==> src/rtl/ldpc_np_pkg.sv <==
package ldpc_np_pkg;

  // Controller phases: waiting for a layer, gathering edges, replaying them.
  typedef enum logic [1:0] {
    NP_IDLE    = 2'd0,
    NP_COLLECT = 2'd1,
    NP_EMIT    = 2'd2
  } np_state_e;

endpackage

==> src/rtl/np_v2c_unit.sv <==
// Forms the variable-to-check value of one edge with its clamped magnitude and sign.
module np_v2c_unit #(
  parameter int SO_W  = 8,
  parameter int MSG_W = 6
) (
  input  logic signed [SO_W-1:0]  so_i,
  input  logic signed [MSG_W-1:0] c2v_i,
  output logic signed [SO_W:0]    v2c_o,
  output logic [MSG_W-2:0]        mag_o,
  output logic                    neg_o
);
  localparam int VW = SO_W + 1;
  localparam logic [VW-1:0] MAG_CAP = VW'((1 << (MSG_W - 1)) - 1);

  logic [VW-1:0] abs_v;

  always_comb begin
    v2c_o = {so_i[SO_W-1], so_i} - {{(VW - MSG_W){c2v_i[MSG_W-1]}}, c2v_i};
    neg_o = v2c_o[VW-1];
    abs_v = neg_o ? VW'(-v2c_o) : VW'(v2c_o);
    mag_o = (abs_v > MAG_CAP) ? MAG_CAP[MSG_W-2:0] : abs_v[MSG_W-2:0];
  end
endmodule

==> src/rtl/np_min_track.sv <==
// Running two-minimum search with position of the smallest and sign parity.
module np_min_track #(
  parameter int MW = 5,
  parameter int IW = 5
) (
  input  logic          clk,
  input  logic          rst_n,
  input  logic          clr,
  input  logic          en,
  input  logic [MW-1:0] mag,
  input  logic          neg,
  input  logic [IW-1:0] idx,
  output logic [MW-1:0] min1,
  output logic [MW-1:0] min2,
  output logic [IW-1:0] idx1,
  output logic          sgn
);
  logic [MW-1:0] b1, b2, n1, n2;
  logic [IW-1:0] bi, ni;
  logic          bs, ns;

  always_comb begin
    b1 = clr ? '1 : min1;
    b2 = clr ? '1 : min2;
    bi = clr ? '0 : idx1;
    bs = clr ? 1'b0 : sgn;
    n1 = b1;
    n2 = b2;
    ni = bi;
    ns = bs ^ neg;
    if (mag < b1) begin
      n1 = mag;
      n2 = b1;
      ni = idx;
    end else if (mag < b2) begin
      n2 = mag;
    end
  end

  always_ff @(posedge clk or negedge rst_n) begin
    if (!rst_n) begin
      min1 <= '1;
      min2 <= '1;
      idx1 <= '0;
      sgn  <= 1'b0;
    end else if (en) begin
      min1 <= n1;
      min2 <= n2;
      idx1 <= ni;
      sgn  <= ns;
    end
  end
endmodule

==> src/rtl/np_edge_buf.sv <==
// Per-edge store of the variable-to-check value and the write-disable flag.
module np_edge_buf #(
  parameter int VW    = 9,
  parameter int DEPTH = 32,
  parameter int IW    = 5
) (
  input  logic          clk,
  input  logic          we,
  input  logic [IW-1:0] waddr,
  input  logic [VW-1:0] wv2c,
  input  logic          wwd,
  input  logic [IW-1:0] raddr,
  output logic [VW-1:0] rv2c,
  output logic          rwd
);
  logic [VW-1:0] v2c_q [DEPTH];
  logic          wd_q  [DEPTH];

  for (genvar g = 0; g < DEPTH; g++) begin : g_slot
    logic slot_en;
    assign slot_en = we && (waddr == IW'(g));
    always_ff @(posedge clk) begin
      if (slot_en) begin
        v2c_q[g] <= wv2c;
        wd_q[g]  <= wwd;
      end
    end
  end

  always_comb begin
    rv2c = v2c_q[raddr];
    rwd  = wd_q[raddr];
  end
endmodule

==> src/rtl/np_out_calc.sv <==
// Normalized min-sum message and soft-output update for one replayed edge.
module np_out_calc #(
  parameter int SO_W  = 8,
  parameter int MSG_W = 6,
  parameter int IW    = 5
) (
  input  logic signed [SO_W:0]    v2c,
  input  logic [IW-1:0]           ridx,
  input  logic [MSG_W-2:0]        min1,
  input  logic [MSG_W-2:0]        min2,
  input  logic [IW-1:0]           idx1,
  input  logic                    sgn,
  output logic signed [MSG_W-1:0] c2v_new,
  output logic signed [SO_W-1:0]  so_new
);
  localparam int MW = MSG_W - 1;
  localparam int SW = SO_W + 2;
  localparam logic signed [SW-1:0] SO_MAX = SW'((1 << (SO_W - 1)) - 1);
  localparam logic signed [SW-1:0] SO_MIN = -SW'(1 << (SO_W - 1));

  logic [MW-1:0]          m_sel, m_scl;
  logic                   out_neg;
  logic signed [SW-1:0]   sum;

  always_comb begin
    m_sel   = (ridx == idx1) ? min2 : min1;
    m_scl   = m_sel - (m_sel >> 2);
    out_neg = sgn ^ v2c[SO_W];
    c2v_new = out_neg ? -$signed({1'b0, m_scl}) : $signed({1'b0, m_scl});
    sum     = SW'(v2c) + SW'(c2v_new);
    if (sum > SO_MAX)      so_new = SO_MAX[SO_W-1:0];
    else if (sum < SO_MIN) so_new = SO_MIN[SO_W-1:0];
    else                   so_new = sum[SO_W-1:0];
  end
endmodule

==> src/rtl/ldpc_minsum_np.sv <==
module ldpc_minsum_np
  import ldpc_np_pkg::*;
#(
  parameter int SO_W    = 8,
  parameter int MSG_W   = 6,
  parameter int MAX_DEG = 32,
  parameter int DEG_W   = $clog2(MAX_DEG + 1)
) (
  input  logic                    clk,
  input  logic                    rst_n,
  input  logic                    in_valid,
  input  logic                    in_first,
  input  logic [DEG_W-1:0]        in_deg,
  input  logic signed [SO_W-1:0]  in_so,
  input  logic signed [MSG_W-1:0] in_c2v_old,
  input  logic                    in_wdis,
  output logic                    in_ready,
  output logic                    out_valid,
  output logic signed [SO_W-1:0]  out_so,
  output logic signed [MSG_W-1:0] out_c2v,
  output logic                    out_so_we,
  output logic                    out_msg_we
);
  localparam int IW = (MAX_DEG > 1) ? $clog2(MAX_DEG) : 1;
  localparam int VW = SO_W + 1;
  localparam int MW = MSG_W - 1;
  localparam int CW = DEG_W + 1;

  np_state_e        state_q, state_d;
  logic [IW-1:0]    cnt_q, cnt_d;
  logic [DEG_W-1:0] deg_q, deg_d;

  logic             accept, emit, wlast, elast;
  logic [IW-1:0]    widx;
  logic [DEG_W-1:0] deg_lim, layer_deg;

  logic signed [VW-1:0] v2c_in, v2c_rd;
  logic [MW-1:0]        mag_in, min1, min2;
  logic                 neg_in, sgn, wd_rd;
  logic [IW-1:0]        idx1;
  logic signed [MSG_W-1:0] c2v_calc;
  logic signed [SO_W-1:0]  so_calc;

  logic                    ov_q, we_q;
  logic signed [SO_W-1:0]  oso_q;
  logic signed [MSG_W-1:0] oc2v_q;

  // Input acceptance and per-layer bookkeeping
  always_comb begin
    in_ready = (state_q != NP_EMIT);
    accept   = in_valid && in_ready && (in_first || state_q == NP_COLLECT);
    emit     = (state_q == NP_EMIT);
    if (in_deg == '0)                    deg_lim = DEG_W'(1);
    else if (in_deg > DEG_W'(MAX_DEG))   deg_lim = DEG_W'(MAX_DEG);
    else                                 deg_lim = in_deg;
    widx      = in_first ? '0 : cnt_q;
    layer_deg = in_first ? deg_lim : deg_q;
    wlast     = (CW'(widx) + CW'(1)) == CW'(layer_deg);
    elast     = (CW'(cnt_q) + CW'(1)) == CW'(deg_q);
  end

  // Next-state logic
  always_comb begin
    state_d = state_q;
    cnt_d   = cnt_q;
    deg_d   = deg_q;
    case (state_q)
      NP_IDLE, NP_COLLECT: begin
        if (accept) begin
          deg_d = layer_deg;
          if (wlast) begin
            state_d = NP_EMIT;
            cnt_d   = '0;
          end else begin
            state_d = NP_COLLECT;
            cnt_d   = widx + IW'(1);
          end
        end
      end
      NP_EMIT: begin
        if (elast) begin
          state_d = NP_IDLE;
          cnt_d   = '0;
        end else begin
          cnt_d = cnt_q + IW'(1);
        end
      end
      default: begin
        state_d = NP_IDLE;
        cnt_d   = '0;
      end
    endcase
  end

  always_ff @(posedge clk or negedge rst_n) begin
    if (!rst_n) begin
      state_q <= NP_IDLE;
      cnt_q   <= '0;
      deg_q   <= DEG_W'(1);
    end else begin
      state_q <= state_d;
      cnt_q   <= cnt_d;
      deg_q   <= deg_d;
    end
  end

  np_v2c_unit #(.SO_W(SO_W), .MSG_W(MSG_W)) i_v2c (
    .so_i(in_so), .c2v_i(in_c2v_old),
    .v2c_o(v2c_in), .mag_o(mag_in), .neg_o(neg_in)
  );

  np_min_track #(.MW(MW), .IW(IW)) i_min (
    .clk(clk), .rst_n(rst_n),
    .clr(accept && in_first), .en(accept),
    .mag(mag_in), .neg(neg_in), .idx(widx),
    .min1(min1), .min2(min2), .idx1(idx1), .sgn(sgn)
  );

  np_edge_buf #(.VW(VW), .DEPTH(MAX_DEG), .IW(IW)) i_buf (
    .clk(clk), .we(accept), .waddr(widx),
    .wv2c(v2c_in), .wwd(in_wdis),
    .raddr(cnt_q), .rv2c(v2c_rd), .rwd(wd_rd)
  );

  np_out_calc #(.SO_W(SO_W), .MSG_W(MSG_W), .IW(IW)) i_calc (
    .v2c(v2c_rd), .ridx(cnt_q),
    .min1(min1), .min2(min2), .idx1(idx1), .sgn(sgn),
    .c2v_new(c2v_calc), .so_new(so_calc)
  );

  // Output register stage, data loaded only while replaying
  always_ff @(posedge clk or negedge rst_n) begin
    if (!rst_n) begin
      ov_q   <= 1'b0;
      we_q   <= 1'b0;
      oso_q  <= '0;
      oc2v_q <= '0;
    end else begin
      ov_q <= emit;
      we_q <= emit && !wd_rd;
      if (emit) begin
        oso_q  <= so_calc;
        oc2v_q <= c2v_calc;
      end
    end
  end

  assign out_valid  = ov_q;
  assign out_so     = oso_q;
  assign out_c2v    = oc2v_q;
  assign out_so_we  = we_q;
  assign out_msg_we = we_q;
endmodule

==> config.mk <==
export PLATFORM = sky130hd
export DESIGN_NAME = ldpc_minsum_np
export DESIGN_NICKNAME = d
export VERILOG_FILES = /design/src/rtl/ldpc_np_pkg.sv /design/src/rtl/np_v2c_unit.sv /design/src/rtl/np_min_track.sv /design/src/rtl/np_edge_buf.sv /design/src/rtl/np_out_calc.sv /design/src/rtl/ldpc_minsum_np.sv
export SDC_FILE = /design/constraint.sdc
export NUM_CORES = 1
export LEC_CHECK = 0
export BUFFER_PORTS_ARGS = -buffer_cell sky130_fd_sc_hd__buf_4
export CORE_ASPECT_RATIO = 1.75
export CORE_MARGIN = 10
export CORE_UTILIZATION = 35
export CTS_BUF_LIST = sky130_fd_sc_hd__clkbuf_8 sky130_fd_sc_hd__clkbuf_16
export DETAILED_ROUTE_END_ITERATION = 12
export PLACE_DENSITY = 0.55
export SYNTH_ARGS = -nofsm -noshare
export SYNTH_HDL_FRONTEND = slang
export SYNTH_SLANG_ARGS = --single-unit
==> constraint.sdc <==
create_clock -name clk -period 11.5 [get_ports clk]
set_input_delay 2.3 -clock clk [delete_from_list [all_inputs] [get_ports clk]]
set_output_delay 2.3 -clock clk [all_outputs]
set_load 0.005 [all_outputs]
==> flow_summary.toml <==
[min_path]
hold_class = "reg -> reg"

[synth]
synth_top_area_share_pct = 58.3
synth-edff-count = 320
mappedNetlistNets = 1072
synthCells = 1008
synth.avg_cell_area_um2 = 16.3
synthTopCellsByArea = "edfxtp_1, mux4_2, dfrtp_1, ha_1, nor2_1"
synth_top_area_cell = "edfxtp_1"
ys.flop_type = "edfxtp_1"
yosys_warnings = 0
ys_ff_latch = 365
synth.most_common_cell = "edfxtp_1"
syn_area_um2 = 16500
yosys-top-cells-count = "edfxtp_1, mux4_2, nor2_1, nand2_1, ha_1"
synthArstFlopShare_pct = 12.3
ys_seq_area_share_pct = 65.2
synth.distinct_cells = 79

[clock_tree]
cts_sinks = 365
clock_latency_ns = 0.57
postCtsHoldBufs = 0
cts_tree = "built"
clock_path_buffers = 3
clkTransAtPathRegs_ns = 0.08
cts_buffers = 31
cts_setup_buffers = 0
cts_root_buffer = "clkbuf_16"
cts-resized-gates = 0
cts_htree_levels = 1

[global_routing]
grt_start_max_net_pins = 52
antenna_found_initial = 0
overflow = 0
grt_pass1_vias = 9536
grt_first_pass_wirelength_um = 60000
grt_use_total_pct = 14.1

[timing]
slew_headroom_pct = 16.5
fmax_mhz = 142
setup_viol = 0
fin_crit_ns = 7.03
fin_crit_sh_pct = 61.2
worstMarginPinSlew_ns = 1.25
rsz0062_at_grt = "no"
maxSlewViolCount = 0
hold_violations = 0
tns_ns = 0
fin_skew_ns = 0.0157

[layout]
fin_area_um2 = 18600
area_growth_pct = 12.7
nets = 1132
antenna_cells = 0
drive_gt1_share_pct = 24.3

[die]
die_y_um = 307
dieArea_um2 = 56500
start_util_pct = 35.2
core_area_um2 = 46800
num_rows = 105
die_w_um = 184
pin_count = 43

[worst_setup_path]
required_ns = 12.01
worstPathMaxFanout = 35
start_kind = "input port"
critical_path_class = "in -> reg"
crit_path_end_kind = "flop"
crit_arrival_ns = 7.54

[placement]
dp_hpwl_um = 26900
portBuffers = 42
place_congestion = 0.804
placedInstanceArea_um2 = 17600

[power_and_ir_drop]
p_comb_share_pct = 44.8
seqPwrFrac_pct = 34.3
clkPwrFrac_pct = 21.0
p_leak_nw = 6.28
switching_share_pct = 37.7
power.switching_mw = 1.85
power.internal_mw = 3.05
power_mw = 4.90
power_density_nw_per_um2 = 264
ir_worst_vdd_uv = 177

[outcome]
status = "finished, final reports clean"

[drt]
drc_errors = 0
final_antenna_net_count = 0
drt-total-wl_um = 39800
dr.first_iter.drc_count = 472
viasPerCell = 5.33
wire_per_inst_um = 23.7
first_pass_iters = 4
vias = 8951

[run]
drv_cap = 0
power groups by stage:
stage / sequential, mW / clock, mW / combinational [mW]
after global routing: 1.70 / 1.10 / 2.43
after CTS: 1.69 / 1.05 / 2.24
after floorplan: 1.64 / 0 / 1.67
after detailed placement: 1.71 / 0 / 2.23
final: 1.68 / 1.03 / 2.19
after global placement: 1.71 / 0 / 2.21
per-stage QoR:
step | cells | hold slack (ns) | setup WS, ns | util (%)
global placement | 1623 | 0.465 | 4.04 | 37.6
CTS | 1678 | 0.486 | 4.50 | 39.7
floorplan | 1008 | 0.462 | 4.88 | -
global route | 1678 | 0.521 | 4.05 | 39.7
detailed placement | 1623 | 0.471 | 3.89 | 37.6
finish | 1678 | 0.480 | 4.47 | 39.7
state kept, by name, indices dropped and copies added (netlist names):
signal	cells
i_buf.v2c_q	288
i_buf.wd_q	32
out_so	8
deg_q	6
out_c2v	6
cnt_q	5
i_min.idx1	5
i_min.min1	5
i_min.min2	5
state_q	2
i_min.sgn	1
out_msg_we	1
out_valid	1
worst paths after layout:
path                       startpoint             to  slack [ns]  cells past startpoint
setup reg to reg             cnt_q[1]      out_so[2]        4.93                     21
max in group asynchronous       rst_n       cnt_q[1]        9.34                      1
setup / recovery             in_so[0]  i_min.min2[1]        4.47                     22
min in group asynchronous       rst_n      i_min.sgn        1.72                      1
hold / removal             out_c2v[2]     out_c2v[2]        0.48                      2
hold reg to reg            out_c2v[2]     out_c2v[2]        0.48                      2
layout by cell type, fill, tap and decap left out, types with 4 or more instances in the layout:
cell type	netlist	layout
edfxtp_1	320	320
mux4_2	96	96
nor2_1	84	83
buf_4	4	74
nand2_1	65	65
ha_1	36	36
inv_1	27	35
dfrtp_1	34	32
clkbuf_16	0	31
xnor2_1	25	23
o21ai_0	22	22
a21oi_1	20	20
nand3_1	17	17
nand2b_1	14	14
mux2_2	13	13
nor2b_1	12	12
mux2i_1	12	12
a211oi_1	12	12
xor2_1	13	11
dfstp_2	11	11
a21o_1	8	8
and2_1	7	7
o31ai_1	7	7
clkinv_1	2	6
o22ai_1	6	6
clkinv_2	0	6
and3_1	5	5
o211ai_1	5	5
nor4_1	5	5
a22oi_1	5	5
a311oi_1	4	4
layout make-up:
cell class | count | area [µm²]
well taps | 588 | 736
clock inverters | 24 | 194
flip-flops and latches | 365 | 10800
clock buffers | 31 | 776
inverters | 30 | 113
repair buffers | 74 | 556
multi-input cells | 566 | 5430
fillers | 4251 | 28200
logic make-up (layout without fill, tap and decap cells):
family | after synthesis | in the layout | share of synthesized area, %
xor+xnor | 40 | 40 | 2.22
flops | 365 | 365 | 65.2
mux | 121 | 121 | 14.7
compound gates | 133 | 133 | 5.86
fa+ha+maj | 39 | 39 | 3.10
simple gates | 233 | 233 | 6.73
buf+inv | 77 | 159 | 2.12
worst max-delay path, stage by stage:
cell,delay [ns]
buf_4,0.11
inv_1,0.04
ha_1,0.18
inv_1,0.06
fa_1,0.46
a21o_2,0.24
a221oi_1,0.59
nand3b_1,0.22
nand2b_1,0.11
inv_1,0.73
o21ai_0,0.26
xnor2_1,0.19
inv_1,0.12
nand2_1,0.10
ha_1,0.35
a21o_1,0.17
a21oi_1,0.21
nor2b_1,0.18
a32oi_1,0.11
buf_4,0.24
or2_1,0.28
o311a_1,0.30
metal layers:
metal | share of wire, % | global-route usage [%]
met2 | 56 | 27.2
met5 | 0 | 0
met3 | 2.7 | 1.31
met4 | 4.6 | 6.79
met1 | 37 | 14.9
No activity file was read; power rests on OpenSTA's default activity.
